### src/rtl/lcdw_pkg.sv
package lcdw_pkg;
   typedef enum logic [0:0] {
      WIN_RECT   = 1'b0,
      WIN_RASTER = 1'b1
   } win_kind_e;

   localparam int NUM_FIELDS = 8;
   localparam int POL_ADDR   = 8;

   typedef enum int {
      F_HPER = 0, F_HACT = 1, F_HSW = 2, F_HBP = 3,
      F_VPER = 4, F_VACT = 5, F_VSW = 6, F_VBP = 7
   } field_e;
endpackage

### src/rtl/lcdw_cfg_regs.sv
module lcdw_cfg_regs #(
   parameter int W  = 12,
   parameter int AW = 4,
   parameter int NF = lcdw_pkg::NUM_FIELDS,
   parameter logic [NF*W-1:0] DEFS = '0,
   parameter logic [1:0] DEF_POL = 2'b11
) (
   input  logic          clk,
   input  logic          rst_n,
   input  logic          we,
   input  logic [AW-1:0] addr,
   input  logic [W-1:0]  wdata,
   input  logic          frame_end,
   output logic [W-1:0]  sh_o [NF],
   output logic [1:0]    pol_o
);
   logic [1:0] pol_stg_q;

   for (genvar gi = 0; gi < NF; gi++) begin : g_field
      logic [W-1:0] stg_q;
      logic [W-1:0] sh_q;
      always_ff @(posedge clk or negedge rst_n) begin
         if (!rst_n) begin
            stg_q <= DEFS[gi*W +: W];
            sh_q  <= DEFS[gi*W +: W];
         end else begin
            if (frame_end) sh_q <= stg_q;
            if (we && addr == AW'(gi)) stg_q <= wdata;
         end
      end
      assign sh_o[gi] = sh_q;
   end

   always_ff @(posedge clk or negedge rst_n) begin
      if (!rst_n) begin
         pol_stg_q <= DEF_POL;
         pol_o     <= DEF_POL;
      end else begin
         if (frame_end) pol_o <= pol_stg_q;
         if (we && addr == AW'(lcdw_pkg::POL_ADDR)) pol_stg_q <= wdata[1:0];
      end
   end
endmodule

### src/rtl/lcdw_raster_cnt.sv
module lcdw_raster_cnt #(
   parameter int W = 12
) (
   input  logic         clk,
   input  logic         rst_n,
   input  logic         en,
   input  logic [W-1:0] h_per,
   input  logic [W-1:0] v_per,
   output logic [W-1:0] px,
   output logic [W-1:0] ln,
   output logic         frame_end
);
   logic line_last, frame_last;

   assign line_last  = (px >= h_per - W'(1));
   assign frame_last = (ln >= v_per - W'(1));
   assign frame_end  = en && line_last && frame_last;

   always_ff @(posedge clk or negedge rst_n) begin
      if (!rst_n) begin
         px <= '0;
         ln <= '0;
      end else if (en) begin
         if (line_last) begin
            px <= '0;
            ln <= frame_last ? '0 : ln + W'(1);
         end else begin
            px <= px + W'(1);
         end
      end
   end
endmodule

### src/rtl/lcdw_window_calc.sv
module lcdw_window_calc #(
   parameter int W = 12
) (
   input  logic [W-1:0] hper, hact, hsw, hbp,
   input  logic [W-1:0] vper, vact, vsw, vbp,
   input  logic [1:0]   pol,
   output logic [W-1:0] de_h0, de_h1, de_v0, de_v1,
   output logic [W-1:0] hs_h0, hs_h1, hs_v0, hs_v1,
   output logic [W-1:0] vs_h0, vs_h1, vs_v0, vs_v1
);
   localparam int EW = W + 2;

   function automatic logic [W-1:0] wrap_once(input logic [EW-1:0] t, input logic [W-1:0] p);
      if (t >= EW'(p)) return W'(t - EW'(p));
      return W'(t);
   endfunction

   logic [W-1:0]  de_hs, de_vs, hs_a, hs_b, vs_a, vs_b;
   logic [EW-1:0] hs_ta, hs_tb, vs_ta, vs_tb;

   always_comb begin
      de_hs = hper - hact - W'(1);
      de_vs = vper - vact;
      hs_tb = EW'(de_hs) + EW'(hper) - EW'(hbp);
      hs_ta = hs_tb - EW'(hsw);
      vs_tb = EW'(de_vs) + EW'(vper) - EW'(vbp);
      vs_ta = vs_tb - EW'(vsw);
      hs_a  = wrap_once(hs_ta, hper);
      hs_b  = wrap_once(hs_tb, hper);
      vs_a  = wrap_once(vs_ta, vper);
      vs_b  = wrap_once(vs_tb, vper);

      de_h0 = de_hs;
      de_h1 = de_hs + hact;
      de_v0 = de_vs;
      de_v1 = de_vs + vact - W'(1);

      hs_h0 = pol[0] ? hs_a : hs_b;
      hs_h1 = pol[0] ? hs_b : hs_a;
      hs_v0 = '0;
      hs_v1 = vper - W'(1);

      vs_h0 = hs_a;
      vs_h1 = hs_a;
      vs_v0 = pol[1] ? vs_a : vs_b;
      vs_v1 = pol[1] ? vs_b : vs_a;
   end
endmodule

### src/rtl/lcdw_window_match.sv
module lcdw_window_match #(
   parameter int W = 12,
   parameter lcdw_pkg::win_kind_e KIND = lcdw_pkg::WIN_RECT
) (
   input  logic [W-1:0] x,
   input  logic [W-1:0] y,
   input  logic [W-1:0] h0,
   input  logic [W-1:0] h1,
   input  logic [W-1:0] v0,
   input  logic [W-1:0] v1,
   output logic         hit
);
   if (KIND == lcdw_pkg::WIN_RECT) begin : g_rect
      logic h_in, v_in;
      always_comb begin
         h_in = (h0 <= h1) ? (x >= h0 && x < h1) : (x >= h0 || x < h1);
         v_in = (v0 <= v1) ? (y >= v0 && y <= v1) : (y >= v0 || y <= v1);
         hit  = h_in && v_in;
      end
   end else begin : g_raster
      logic past_start, before_end, ordered;
      always_comb begin
         past_start = (y > v0) || (y == v0 && x >= h0);
         before_end = (y < v1) || (y == v1 && x < h1);
         ordered    = (v0 < v1) || (v0 == v1 && h0 <= h1);
         hit        = ordered ? (past_start && before_end) : (past_start || before_end);
      end
   end
endmodule

### src/rtl/lcd_window_timing.sv
module lcd_window_timing #(
   parameter int W        = 12,
   parameter int AW       = 4,
   parameter int DEF_HPER = 20,
   parameter int DEF_HACT = 12,
   parameter int DEF_HSW  = 3,
   parameter int DEF_HBP  = 2,
   parameter int DEF_VPER = 10,
   parameter int DEF_VACT = 6,
   parameter int DEF_VSW  = 2,
   parameter int DEF_VBP  = 1,
   parameter logic [1:0] DEF_POL = 2'b11
) (
   input  logic          clk,
   input  logic          rst_n,
   input  logic          pix_en,
   input  logic          cfg_we,
   input  logic [AW-1:0] cfg_addr,
   input  logic [W-1:0]  cfg_wdata,
   output logic          de_o,
   output logic          hsync_o,
   output logic          vsync_o
);
   import lcdw_pkg::*;

   localparam int NF = NUM_FIELDS;
   localparam int NWIN = 3;
   localparam logic [NF*W-1:0] DEFS = {
      W'(DEF_VBP), W'(DEF_VSW), W'(DEF_VACT), W'(DEF_VPER),
      W'(DEF_HBP), W'(DEF_HSW), W'(DEF_HACT), W'(DEF_HPER)};

   if (W < 4) begin : g_bad_w
      $error("lcd_window_timing: W must be at least 4");
   end
   if ((1 << AW) <= POL_ADDR) begin : g_bad_aw
      $error("lcd_window_timing: AW too small for the mode register map");
   end
   if (DEF_HACT >= DEF_HPER || DEF_VACT > DEF_VPER || DEF_HPER >= (1 << W)) begin : g_bad_def
      $error("lcd_window_timing: default mode out of range");
   end

   logic [W-1:0] sh [NF];
   logic [1:0]   pol;
   logic [W-1:0] px_q, ln_q;
   logic         frame_end;
   logic [W-1:0] wh0 [NWIN], wh1 [NWIN], wv0 [NWIN], wv1 [NWIN];
   logic [NWIN-1:0] hit, out_q;

   lcdw_cfg_regs #(.W(W), .AW(AW), .NF(NF), .DEFS(DEFS), .DEF_POL(DEF_POL)) u_cfg (
      .clk(clk), .rst_n(rst_n), .we(cfg_we), .addr(cfg_addr), .wdata(cfg_wdata),
      .frame_end(frame_end), .sh_o(sh), .pol_o(pol));

   lcdw_raster_cnt #(.W(W)) u_cnt (
      .clk(clk), .rst_n(rst_n), .en(pix_en), .h_per(sh[F_HPER]), .v_per(sh[F_VPER]),
      .px(px_q), .ln(ln_q), .frame_end(frame_end));

   lcdw_window_calc #(.W(W)) u_calc (
      .hper(sh[F_HPER]), .hact(sh[F_HACT]), .hsw(sh[F_HSW]), .hbp(sh[F_HBP]),
      .vper(sh[F_VPER]), .vact(sh[F_VACT]), .vsw(sh[F_VSW]), .vbp(sh[F_VBP]),
      .pol(pol),
      .de_h0(wh0[0]), .de_h1(wh1[0]), .de_v0(wv0[0]), .de_v1(wv1[0]),
      .hs_h0(wh0[1]), .hs_h1(wh1[1]), .hs_v0(wv0[1]), .hs_v1(wv1[1]),
      .vs_h0(wh0[2]), .vs_h1(wh1[2]), .vs_v0(wv0[2]), .vs_v1(wv1[2]));

   for (genvar gw = 0; gw < NWIN; gw++) begin : g_win
      localparam win_kind_e KIND = (gw == 2) ? WIN_RASTER : WIN_RECT;
      lcdw_window_match #(.W(W), .KIND(KIND)) u_match (
         .x(px_q), .y(ln_q), .h0(wh0[gw]), .h1(wh1[gw]), .v0(wv0[gw]), .v1(wv1[gw]),
         .hit(hit[gw]));
   end

   always_ff @(posedge clk or negedge rst_n) begin
      if (!rst_n) out_q <= '0;
      else        out_q <= hit;
   end

   assign de_o    = out_q[0];
   assign hsync_o = out_q[1];
   assign vsync_o = out_q[2];
endmodule

### config.mk
export PLATFORM = sky130hd
export DESIGN_NAME = lcd_window_timing
export DESIGN_NICKNAME = d
export VERILOG_FILES = /design/src/rtl/lcdw_pkg.sv /design/src/rtl/lcdw_cfg_regs.sv /design/src/rtl/lcdw_raster_cnt.sv /design/src/rtl/lcdw_window_calc.sv /design/src/rtl/lcdw_window_match.sv /design/src/rtl/lcd_window_timing.sv
export SDC_FILE = /design/constraint.sdc
export NUM_CORES = 1
export LEC_CHECK = 0
export BUFFER_PORTS_ARGS = -buffer_cell sky130_fd_sc_hd__buf_2
export CORE_AREA = 2 2 233 235
export CTS_BUF_LIST = sky130_fd_sc_hd__clkbuf_4 sky130_fd_sc_hd__clkbuf_8 sky130_fd_sc_hd__clkbuf_16
export DETAILED_ROUTE_END_ITERATION = 7
export DIE_AREA = 0 0 235 237
export GPL_TIMING_DRIVEN = 1
export PLACE_DENSITY = 0.63
export SYNTH_ARGS = -nofsm -noshare
export SYNTH_HDL_FRONTEND = slang
export SYNTH_SLANG_ARGS = --single-unit
### constraint.sdc
create_clock -name clk -period 13.9 [get_ports clk]
set_input_delay 0.695 -clock clk [delete_from_list [all_inputs] [get_ports clk]]
set_output_delay 0.695 -clock clk [all_outputs]
set_load 0.02 [all_outputs]
== Word level (Yosys, flattened, before mapping) ==
Cells that the tools add are included.

* Flip-flop bits (word level): 223
* Bits of input ports: 20
* Logic and storage cells: 130

* Add/sub/neg operators: 20
* Order comparisons: 24
* Equal/unequal tests: 11
* Multiplexer cells: 23
* Reductions and logical operators: 31

{| class="wikitable"
|+ Operators with widths
! kind !! number
|-
| $mux 12 || 14
|-
| $ge 12x12->1 || 6
|-
| $le 12x12->1 || 6
|-
| $sub 12x12->12 || 6
|-
| $lt 12x12->1 || 5
|-
| $ge 14x12->1 || 4
|-
| $sub 12x1->12 const B || 4
|-
| $eq 12x12->1 || 3
|-
| $sub 13x12->14 || 2
|-
| $sub 14x12->14 || 2
|-
| $add 12x12->13 || 2
|-
| $add 12x1->12 const B || 2
|-
| $add 12x12->12 || 2
|-
| $logic_and 1x1->1 || 21
|-
| $eq 4x3->1 const B || 4
|-
| $ge 12x1->1 const B || 1
|-
| $gt 12x12->1 || 1
|-
| $le 1x12->1 const A || 1
|-
| $mux 1 || 9
|-
| $eq 4x2->1 const B || 2
|-
| $logic_or 1x1->1 || 8
|-
| $eq 4x1->1 const B || 1
|-
| $eq 4x4->1 const B || 1
|-
| $logic_not 4->1 || 1
|-
| $reduce_and 2->1 || 1
|}

== Longest topological paths before layout ==
* Word-level depth: 13
* Gate-level depth with buffers: 45
* Gate-level depth less buffers: 43

== Hierarchy ==
Synthesis repeated with hierarchy kept, for this count alone.

* Cell total of the unflattened synthesis: 2499
* Area total of the unflattened synthesis: 23425.0 um^2

{| class="wikitable"
|+ By module, submodules not included
! module !! instances !! cells an instance !! area an instance (um^2)
|-
| lcdw_window_calc || 1 || 1180 || 8720.9
|-
| lcdw_cfg_regs || 1 || 424 || 7398.3
|-
| lcdw_raster_cnt || 1 || 236 || 2144.6
|-
| lcdw_window_match at g_win[2].u_match || 1 || 222 || 1707.9
|-
| lcdw_window_match at g_win[1].u_match || 1 || 215 || 1699.1
|-
| lcdw_window_match at g_win[0].u_match || 1 || 219 || 1679.1
|-
| lcd_window_timing || 1 || 3 || 75.1
|}

== Worst setup path after synthesis ==
Ideal clock, no wire load.

* Path type: register to register
* From: reg u_cfg.g_field[1].sh_q[1]
* To: reg out_q[1]
* Library setup time: 0.129 ns
* Arrival time: 8.164 ns
* Slack: 5.606 ns
* Cell stages (with the launch flop): 41
* Path buffers: 1
* Clock period less this slack: 8.294 ns
* Cells stage by stage: dfrtp_1 -> inv_1 -> ha_1 -> a21o_1 -> a21oi_1 -> o21bai_1 -> a21oi_1 -> o21bai_1 -> a21oi_1 -> nor2b_1 -> o21a_1 -> o41ai_1 -> xnor2_1 -> xnor2_1 -> fa_1 -> ha_1 -> and4_1 -> a221oi_1 -> [... 5 more ...] -> xor2_2 -> a22o_4 -> nand2_2 -> clkbuf_1 -> nor2_1 -> a21oi_1 -> mux2_2 -> inv_1 -> ha_1 -> a21o_1 -> a21o_1 -> a21o_1 -> a21o_1 -> and3_1 -> a31oi_1 -> nand3_1 -> nor3_1 -> o31ai_1

* Longest elaborated chain between the ends: 13

{| class="wikitable"
|+ RTL lines
! what !! line !! RTL
|-
| start, declared || lcdw_cfg_regs.sv:21 || <nowiki>logic [W-1:0] sh_q;</nowiki>
|-
| start signal, assigned || lcdw_cfg_regs.sv:25 || <nowiki>sh_q <= DEFS[gi*W +: W];</nowiki>
|-
| start signal, assigned || lcdw_cfg_regs.sv:27 || <nowiki>if (frame_end) sh_q <= stg_q;</nowiki>
|-
| $sub 12x12->12 * || lcdw_window_calc.sv:22 || <nowiki>de_hs = hper - hact - W'(1);</nowiki>
|-
| $sub 12x1->12 * || lcdw_window_calc.sv:22 ||
|-
| $add 12x12->13 * || lcdw_window_calc.sv:24 || <nowiki>hs_tb = EW'(de_hs) + EW'(hper) - EW'(hbp);</nowiki>
|-
| $sub 13x12->14 * || lcdw_window_calc.sv:24 ||
|-
| $sub 14x12->14 || lcdw_window_calc.sv:25 || <nowiki>hs_ta = hs_tb - EW'(hsw);</nowiki>
|-
| $sub 12x12->12 or $ge 14x12->1 (tied branches) || lcdw_window_calc.sv:14 || <nowiki>if (t >= EW'(p)) return W'(t - EW'(p));</nowiki>
|-
| $mux 12 or $mux 1 (tied branches) || lcdw_window_calc.sv:14 ||
|-
| $mux 12 || lcdw_window_calc.sv:15 || <nowiki>return W'(t);</nowiki>
|-
| $mux 12 (on tied branches) || lcdw_window_calc.sv:38, lcdw_window_calc.sv:39 ||
|-
| $ge 12x12->1 or $lt 12x12->1 (tied branches) || lcdw_window_match.sv:16 || <nowiki>h_in = (h0 <= h1) ? (x >= h0 && x < h1) : (x >= h0 || x < h1);</nowiki>
|-
| $logic_or 1x1->1 or $logic_and 1x1->1 (tied branches) || lcdw_window_match.sv:16 ||
|-
| $mux 1 * || lcdw_window_match.sv:16 ||
|-
| $logic_and 1x1->1 * || lcdw_window_match.sv:18 || <nowiki>hit = h_in && v_in;</nowiki>
|-
| via g_win[1].u_match.hit || lcdw_window_match.sv:11 || <nowiki>output logic hit</nowiki>
|-
| end signal, assigned || lcd_window_timing.sv:74 || <nowiki>else out_q <= hit;</nowiki>
|-
| end, declared || lcd_window_timing.sv:47 || <nowiki>logic [NWIN-1:0] hit, out_q;</nowiki>
|}

The timed path passes the listed nets; every way through them passes the cells marked *. The select of a mux whose other input is x is not followed.
A chain may end at the register's enable or synchronous reset.

== Worst setup path in the final report ==
* From: reg u_cfg.g_field[4].sh_q[1]
* To: reg out_q[2]

* Longest elaborated chain between the ends: 13

{| class="wikitable"
|+ RTL lines
! what !! line !! RTL
|-
| start, declared || lcdw_cfg_regs.sv:21 ||
|-
| start signal, assigned || lcdw_cfg_regs.sv:25 ||
|-
| start signal, assigned || lcdw_cfg_regs.sv:27 ||
|-
| parallel branches: the longest is 12 deep, another holds $sub 13x12->14 || - ||
|-
| $mux 1 * || lcdw_window_match.sv:26 || <nowiki>hit = ordered ? (past_start && before_end) : (past_start || before_end);</nowiki>
|-
| via g_win[2].u_match.hit || lcdw_window_match.sv:11 ||
|}

Mark *: on every way through the listed nets, which the timed path passes. The select of a mux whose other input is x is not followed.

==> flow_metrics.py <==
metrics = {
    "status": {
        "status": "complete, no violations",
    },
    "drt": {
        "wl_per_cell_um": 18.93,
        "vias_per_cell": 5.563,
        "routed_wl_mm": 56.08,
        "dr.pass1.iters": 5,
        "drtAntennaViolNets": 0,
        "drt-initial-drc-count": 1080,
        "num_vias": 16482,
        "drc": 0,
    },
    "floorplanning": {
        "die_area_sq_mm": 0.05570,
        "io_pins": 23,
        "initial_core_util": 0.3968,
        "rows": 85,
        "die_h_um": 237,
        "core_area_sq_mm": 0.05328,
        "die_width_um": 235,
    },
    "sta": {
        "rsz0062_at_grt": "false",
        "fin_crit_sh": 0.6732,
        "fin_tns_setup_ns": 0,
        "slew_violations": 0,
        "finalClockSkew_ns": 0.01760,
        "period_minus_slack_ns": 9.357,
        "hold_viol_final": 0,
        "finalSetupViolations": 0,
        "max_freq_mhz": 106.9,
        "worstMarginPinSlew_ns": 1.153,
        "slew_headroom": 0.2315,
    },
    "logic_synthesis": {
        "synth_xor_area_frac": 0.05504,
        "synthTopCellsByArea": "dfrtp_1, ha_1, mux2_2, inv_1, dfstp_2",
        "synth_edf_count": 0,
        "synth_compound_area_frac": 0.1579,
        "synth_top_area_frac": 0.2284,
        "syn_area_sq_mm": 0.02114,
        "synth.distinct_cells": 89,
        "yosys_register_bits": 223,
        "synth_top_family_by_area": "adder cells",
        "ys_warn_count": 0,
        "syn_nets": 2612,
        "synth_simple_gate_area_frac": 0.1215,
        "synth.avg_cell_area_sq_um": 9.472,
        "yosysTopAreaCell": "dfrtp_1",
        "ys_seq_area_frac": 0.2657,
        "ys.flop_type": "dfrtp_1",
        "synthMuxAreaShare": 0.1232,
        "synth_top_cells_by_count": "ha_1, inv_1, mux2_2, dfrtp_1, nor2_1",
        "synth_most_common_cell": "ha_1",
        "syn_inst": 2232,
        "synthArstFlopShare": 1.000,
        "synthAdderAreaFrac": 0.2251,
    },
    "setup_path": {
        "crit_top_cell": "o21ai_0",
        "critPathArrivalTime_ns": 9.83,
        "critPathRequiredTime_ns": 14.37,
        "cp_top_family": "compound AO/OA/AOI/OAI gates",
        "slowest_delay_ns": 0.67,
        "startpoint_type": "register",
        "cp-end-kind": "register",
        "cp_num_cells": 40,
        "path_max_fanout": 16,
        "crit_slowest_cell": "dfstp_2",
        "critPathKind": "register to register",
        "critical_path_buf_inv_count": 1,
        "reg2reg_depth": 40,
    },
    "final_layout": {
        "fin_nets": 2629,
        "regArea_sq_mm": 0.005618,
        "drive_above_1_share": 0.1606,
        "multi_input_area_sq_mm": 0.01445,
        "synthToLayoutAreaGrowth_pct": 8.031,
        "nFillCells": 5062,
        "n_antenna_cell": 0,
    },
    "grt": {
        "grt_pass1_vias": 16216,
        "grt_overflow": 0,
        "grt_use_total": 0.1980,
        "grt_pass1_wl_mm": 88.75,
        "antenna_found_initial": 1,
        "grt_max_degree": 88,
    },
    "power_and_ir_drop": {
        "switching_share": 0.2600,
        "pwr-share-comb": 0.106,
        "sequentialPowerShare": 0.490,
        "power.total_w": 0.001623,
        "p_leak_nw": 11.06,
        "p_per_area_mw_per_mm2": 71.05,
        "p_sw_w": 0.0004219,
        "ir_worst_vdd_mv": 0.07767,
        "power_frac_clock": 0.404,
        "internal_power_w": 0.001201,
    },
    "clock_network": {
        "cts_num_sinks": 223,
        "ctsResizeCount": 0,
        "clk_path_buf_depth": 3,
        "cts_tree": "built",
        "clkLatencyLatePin_ns": 0.55,
        "cts.htree.levels": 1,
        "cts_buffers": 25,
        "root_buffer": "clkbuf_16",
        "cts.clk_slew.worst_paths_ns": 0.06,
        "cts_hold_buffers": 0,
        "cts_setup_buffers": 0,
    },
    "place": {
        "gp_congestion": 0.9189,
        "hpwl_mm": 45.15,
        "portBuffers": 22,
    },
    "flow_run": {
        "maxCapViolations": 0,
    },
    "hold_path": {
        "hold_class": "input port to asynchronous set/reset pin",
    },
}
==> layer usage <==
| metal | track usage | share of wire | routed length [um] | up-vias |
|---|---|---|---|---|
| met5 | 0 | 0 | 0 | - |
| met4 | 0.04871 | 0.020 | 1120 | 0 |
| met3 | 0.01970 | 0.042 | 2349 | 74 |
| met2 | 0.3234 | 0.45 | 25420 | 331 |
| met1 | 0.2808 | 0.48 | 27190 | 8037 |
| li1 | - | - | - | 8040 |
==> path summary, 6_finish.rpt <==
| path | from | endpoint | slack, ns |
|---|---|---|---|
| max in group asynchronous | rst_n | u_cfg.g_field[6].sh_q[3] | 12.23 |
| worst min-delay path | rst_n | u_cfg.g_field[3].stg_q[10] | 0.12 |
| min in group clk | pix_en | u_cnt.px[0] | 0.41 |
| worst max register to register | u_cfg.g_field[4].sh_q[1] | out_q[2] | 4.54 |
| worst min register to register | u_cfg.g_field[1].stg_q[4] | u_cfg.g_field[1].sh_q[4] | 0.49 |
| worst max-delay path | u_cfg.g_field[4].sh_q[1] | out_q[2] | 4.54 |
==> through the flow <==
step | cell area, sq um | std cells | hold slack (ns) | utilization | setup WS (ns)
after detailed placement | 22030 | 2918 | 0.4786 | 0.4135 | 4.678
final | 22840 | 2963 | 0.1232 | 0.4286 | 4.543
after global placement | 22030 | 2918 | 0.4664 | 0.4135 | 4.915
after floorplan | 21140 | 2232 | 0.3994 | - | 5.606
after global routing | 22840 | 2963 | 0.1616 | 0.4286 | 3.587
after CTS | 22840 | 2963 | 0.1316 | 0.4286 | 4.628
==> power groups by stage <==
stage / Clock [W] / Sequential [W] / Combinational [W]
CTS: 0.000675 / 0.000793 / 0.000175
finish: 0.000656 / 0.000795 / 0.000173
detailed placement: 0 / 0.000804 / 0.000175
global route: 0.000700 / 0.000804 / 0.000196
global placement: 0 / 0.000799 / 0.000167
floorplan: 0 / 0.000778 / 0.000129
==> logic make-up after synthesis <==
group | after synthesis
buf+inv | 278
fa+ha+maj | 360
compound gates | 495
simple gates | 511
flops | 223
mux | 233
xor+xnor | 132
==> final cells by class <==
| type | count | area share |
|---|---|---|
| clock inverters | 9 | 0.004054 |
| clock buffers | 36 | 0.03128 |
| well taps | 696 | 0.03813 |
| repair buffers | 35 | 0.009532 |
| inverters | 233 | 0.03829 |
| flip-flops and latches | 223 | 0.2460 |
| multi-input cells | 1731 | 0.6327 |
==> state kept, by name (all words and copies together), names as in the netlist <==
signal / flops
out_q: 3
u_cfg.g_field.sh_q: 96
u_cfg.g_field.stg_q: 96
u_cfg.pol_o: 2
u_cfg.pol_stg_q: 2
u_cnt.ln: 12
u_cnt.px: 12
==> layout by cell type (no fill, tap or decap), types with 75 or more instances in the layout <==
| cell | instances |
|---|---|
| ha_1 | 326 |
| inv_1 | 233 |
| mux2_2 | 202 |
| dfrtp_1 | 193 |
| nor2_1 | 138 |
| a21oi_1 | 124 |
| nand2_1 | 102 |
| xnor2_1 | 90 |
| o21ai_0 | 86 |
| a21o_1 | 75 |
Note: power is estimated with default switching activity, not from simulation.
